File: src/rtl/tx_hold_pkg.sv
package tx_hold_pkg;
  localparam int unsigned DEF_DATA_W = 8;
endpackage

File: src/rtl/tx_hold_gate.sv
module tx_hold_gate (
  input  logic wr_en_i,
  input  logic rdy_i,
  input  logic tx_en_i,
  input  logic mod_stop_i,
  output logic acc_o
);
  assign acc_o = wr_en_i & rdy_i & tx_en_i & ~mod_stop_i;
endmodule

File: src/rtl/tx_hold_store.sv
module tx_hold_store #(
  parameter int unsigned DATA_W = tx_hold_pkg::DEF_DATA_W
) (
  input  logic              clk_i,
  input  logic              rst_ni,
  input  logic              acc_i,
  input  logic [DATA_W-1:0] wr_data_i,
  output logic [DATA_W-1:0] hold_o
);
  logic [DATA_W-1:0] hold_q;

  always_ff @(posedge clk_i or negedge rst_ni) begin
    if (!rst_ni)    hold_q <= '0;
    else if (acc_i) hold_q <= wr_data_i;
  end

  assign hold_o = hold_q;


  capture_chk: assert property (@(posedge clk_i) disable iff (!rst_ni)
    acc_i |=> hold_q == $past(wr_data_i));


  keep_chk: assert property (@(posedge clk_i) disable iff (!rst_ni)
    !acc_i |=> $stable(hold_q));
endmodule

File: src/rtl/tx_hold_flag.sv
module tx_hold_flag (
  input  logic clk_i,
  input  logic rst_ni,
  input  logic acc_i,
  input  logic sh_empty_i,
  output logic rdy_o,
  output logic ld_o
);
  logic rdy_q;

  // a held character exists exactly while ready is low
  assign ld_o = ~rdy_q & sh_empty_i;

  always_ff @(posedge clk_i or negedge rst_ni) begin
    if (!rst_ni)    rdy_q <= 1'b1;
    else if (acc_i) rdy_q <= 1'b0;
    else if (ld_o)  rdy_q <= 1'b1;
  end

  assign rdy_o = rdy_q;


  acc_clr_chk: assert property (@(posedge clk_i) disable iff (!rst_ni)
    acc_i |=> !rdy_q);


  ld_set_chk: assert property (@(posedge clk_i) disable iff (!rst_ni)
    ld_o |=> rdy_q);


  ld_pulse_chk: assert property (@(posedge clk_i) disable iff (!rst_ni)
    ld_o |=> !ld_o);


  no_overlap_chk: assert property (@(posedge clk_i) disable iff (!rst_ni)
    acc_i |-> !ld_o);


  busy_hold_chk: assert property (@(posedge clk_i) disable iff (!rst_ni)
    (!rdy_q && !sh_empty_i) |=> !rdy_q);
endmodule

File: src/rtl/tx_hold_ctrl.sv
module tx_hold_ctrl #(
  parameter int unsigned DATA_W = tx_hold_pkg::DEF_DATA_W
) (
  input  logic              clk_i,
  input  logic              rst_ni,
  input  logic              wr_en_i,
  input  logic [DATA_W-1:0] wr_data_i,
  input  logic              tx_en_i,
  input  logic              mod_stop_i,
  output logic              tx_rdy_o,
  input  logic              sh_empty_i,
  output logic              ld_o,
  output logic [DATA_W-1:0] ld_data_o
);
  logic acc;
  logic rdy;

  tx_hold_gate u_gate (
    .wr_en_i    (wr_en_i),
    .rdy_i      (rdy),
    .tx_en_i    (tx_en_i),
    .mod_stop_i (mod_stop_i),
    .acc_o      (acc)
  );

  tx_hold_store #(.DATA_W(DATA_W)) u_store (
    .clk_i     (clk_i),
    .rst_ni    (rst_ni),
    .acc_i     (acc),
    .wr_data_i (wr_data_i),
    .hold_o    (ld_data_o)
  );

  tx_hold_flag u_flag (
    .clk_i      (clk_i),
    .rst_ni     (rst_ni),
    .acc_i      (acc),
    .sh_empty_i (sh_empty_i),
    .rdy_o      (rdy),
    .ld_o       (ld_o)
  );

  assign tx_rdy_o = rdy;


  dis_drop_chk: assert property (@(posedge clk_i) disable iff (!rst_ni)
    (wr_en_i && !tx_en_i) |=> $stable(ld_data_o));


  stop_drop_chk: assert property (@(posedge clk_i) disable iff (!rst_ni)
    (wr_en_i && mod_stop_i) |=> $stable(ld_data_o));


  busy_drop_chk: assert property (@(posedge clk_i) disable iff (!rst_ni)
    (wr_en_i && !tx_rdy_o) |=> $stable(ld_data_o));


  ld_cond_chk: assert property (@(posedge clk_i) disable iff (!rst_ni)
    ld_o |-> (!tx_rdy_o && sh_empty_i));
endmodule

File: config.mk
export PLATFORM = sky130hd
export DESIGN_NAME = tx_hold_ctrl
export DESIGN_NICKNAME = d
export VERILOG_FILES = /design/src/rtl/tx_hold_pkg.sv /design/src/rtl/tx_hold_gate.sv /design/src/rtl/tx_hold_store.sv /design/src/rtl/tx_hold_flag.sv /design/src/rtl/tx_hold_ctrl.sv
export SDC_FILE = /design/constraint.sdc
export NUM_CORES = 1
export LEC_CHECK = 0
export ABC_CLOCK_PERIOD_IN_PS = 1700
export BUFFER_PORTS_ARGS = -buffer_cell sky130_fd_sc_hd__buf_2
export CORE_AREA = 3 3 40 42
export CTS_CLUSTER_SIZE = 16
export DETAILED_ROUTE_END_ITERATION = 8
export DIE_AREA = 0 0 43 45
export GPL_TIMING_DRIVEN = 0
export PLACE_DENSITY_LB_ADDON = 0.15
export REMOVE_ABC_BUFFERS = 1
export SYNTH_ARGS = -nofsm -noshare
export SYNTH_HDL_FRONTEND = slang
export SYNTH_SLANG_ARGS = --single-unit
File: constraint.sdc
create_clock -name clk_i -period 1.7 [get_ports clk_i]
set_input_delay 0.085 -clock clk_i [delete_from_list [all_inputs] [get_ports clk_i]]
set_output_delay 0.085 -clock clk_i [all_outputs]
set_load 0.05 [all_outputs]
==> results.py <==
metrics = {
    "clocking": {
        "cts_setup_buffers": 0,
        "clkTransAtPathRegs_ps": 60,
        "clock-root-buffer": "clkbuf_4",
        "htree_levels": 1,
        "cts_buffers": 3,
        "clock_path_buffers": 2,
        "ctsHoldBuffers": 1,
        "clk_latency_ps": 250,
        "clock-sinks": 9,
        "cts_resized": 0,
        "tritoncts": "done",
    },
    "worst_setup_path": {
        "endpoint_kind": "primary output",
        "reg2reg_from": "u_flag.rdy_o$_DFFE_PN1P_",
        "worstPathRequired_ps": 1620,
        "crit_arrival_ps": 1240,
        "worstSetupStartpointType": "flop",
        "rr_worst_depth": 2,
        "r2r_slack_ps": 500,
        "crit_type": "reg2out",
        "crit_fanout": 4,
        "r2r_end": "u_store.hold_o[4]$_DFFE_PN0P_",
    },
    "logic_synthesis": {
        "syn_area_sq_um": 356.6,
        "synth_top_area_frac": 0.5614,
        "yosys-top-cells-area": "dfrtp_1, mux2_2, dfstp_2, nand4b_4, and2b_2",
        "ys_warn_count": 0,
        "ys_types": 6,
        "syn_avg_cell_area_sq_um": 17.83,
        "syn_inst": 20,
        "yosysSeqAreaShare": 0.6351,
        "synth-seq-cells": 9,
        "synth_top_area_cell": "dfrtp_1",
    },
    "min_path": {
        "min-delay-start": "sh_empty_i",
        "hold_path_depth": 2,
        "hp-class": "in2reg",
        "min_to": "u_flag.rdy_o$_DFFE_PN1P_",
    },
    "placed_design": {
        "gp_congestion": 0.6673,
        "dp_slack_ps": 494.9,
        "dpl_cell_area_sq_um": 490.5,
        "numPortBuffers": 23,
        "dp.cells": 58,
    },
    "die": {
        "core_sq_um": 1285,
        "fp-row-count": 13,
        "ioPinCount": 24,
        "die_area_sq_um": 1935,
        "start_util": 0.2775,
        "die_h_microns": 45,
        "chipWidth_microns": 43,
    },
    "detailed_routing": {
        "drc": 0,
        "avgViaCountPerCell": 4.206,
        "drtAntennaViolNets": 0,
        "first_pass_iters": 2,
        "wl_per_cell_microns": 13.14,
        "drt_wl_total_microns": 828,
        "vias": 265,
        "drt-initial-drc-count": 2,
    },
    "cells_and_area": {
        "final_nets": 63,
        "diodes": 0,
        "layout.cells.non_filler": 63,
        "area_delta_synth_final_pct": 47.72,
        "design_area_sq_um": 526.8,
        "drive_above_1_share": 0.7708,
        "final_common_cell": "buf_2",
        "layout_common_cells": "buf_2, mux2_2, dfrtp_1, clkbuf_4",
    },
    "sta": {
        "period_minus_slack_ps": 1324,
        "tightest_slew_ps": 255.1,
        "slew_violations": 0,
        "setup_viol": 0,
        "setup_slack_ps": 376.0,
        "maxClockFrequency_mhz": 755.3,
        "fin_worst_skew_ps": 0.9287,
        "period_share": 0.7788,
        "rsz0062_at_grt": "false",
        "slew_headroom": 0.8311,
        "hold_viol": 0,
        "tns_ps": 0,
    },
    "global_routing": {
        "grt_max_degree": 10,
        "grt_pass1_wl_mm": 1.262,
        "antenna_found_initial": 0,
        "overflow": 0,
        "grt_use_total": 0.1012,
        "grt_pass1_vias": 270,
    },
    "run_status": {
        "outcome": "finished, final reports clean",
    },
    "power": {
        "power_density_nw_per_um2": 1410,
        "ir_worst_vdd_mv": 0.4068,
        "leakage_nw": 0.2757,
        "total_power_mw": 0.7426,
    },
    "run": {
        "max-cap-violations": 0,
    },
}
-- worst max path at each step --
stage                             startpoint                       endpoint  slack (ps)  depth (start not counted)
floorplan           u_flag.rdy_o$_DFFE_PN1P_  u_store.hold_o[0]$_DFFE_PN0P_         360                          2
global placement    u_flag.rdy_o$_DFFE_PN1P_  u_store.hold_o[6]$_DFFE_PN0P_         540                          2
detailed placement  u_flag.rdy_o$_DFFE_PN1P_  u_store.hold_o[4]$_DFFE_PN0P_         490                          2
CTS                 u_flag.rdy_o$_DFFE_PN1P_                           ld_o         350                          2
global route        u_flag.rdy_o$_DFFE_PN1P_                           ld_o         320                          2
finish              u_flag.rdy_o$_DFFE_PN1P_                           ld_o         380                          2
-- final cells by class --
type | count | area (sq um)
Multi-Input combinational cell | 11 | 130.1
Sequential cell | 9 | 226.5
Timing Repair Buffer | 24 | 125.1
Clock buffer | 4 | 26.28
Tap cell | 15 | 18.77
Fill cell | 131 | 758.2
-- through the flow --
| step | utilization | hold WS, ps |
|---|---|---|
| finish | 0.4099 | 48.60 |
| global route | 0.4099 | 35.56 |
| CTS | 0.4099 | 38.00 |
| detailed placement | 0.3817 | -57.25 |
| global placement | 0.3817 | -61.80 |
| floorplan | - | -210.6 |
-- registers in the layout (all words and copies together), names as in the netlist --
name	cells
u_store.hold_o	8
u_flag.rdy_o	1
-- per-layer routing --
metal | global-route usage | wire [microns] | vias to the layer above
met5 | 0 | 0 | -
met4 | 0.07229 | 0 | 0
met3 | 0.07570 | 105 | 0
met2 | 0.1737 | 444 | 16
met1 | 0.07750 | 279 | 118
li1 | - | - | 131
-- worst max-delay path, cell delays in order, from the launching register on --
cell and delay, ps:
dfstp_2 570, and2b_2 210, buf_2 200
-- cells by family after synthesis --
| kind of cell | after synthesis | share of synthesized area |
|---|---|---|
| DFF | 9 | 0.6351 |
| muxes | 8 | 0.2526 |
| and+or+nand+nor | 2 | 0.09122 |
| AOI/OAI and AO/OA | 1 | 0.02106 |
-- power by group --
part / internal [mW] / total [mW] / switching (mW)
sequential: 0.262 / 0.284 / 0.0220
clock: 0.0902 / 0.161 / 0.0710
combinational: 0.0825 / 0.297 / 0.215
-- synth_stat cells, drive strengths merged --
| library cell | number |
|---|---|
| o21a | 1 |
| and2b | 1 |
| mux2 | 8 |
| dfstp | 1 |
| nand4b | 1 |
| dfrtp | 8 |
Note: power is estimated with default switching activity, not from simulation.
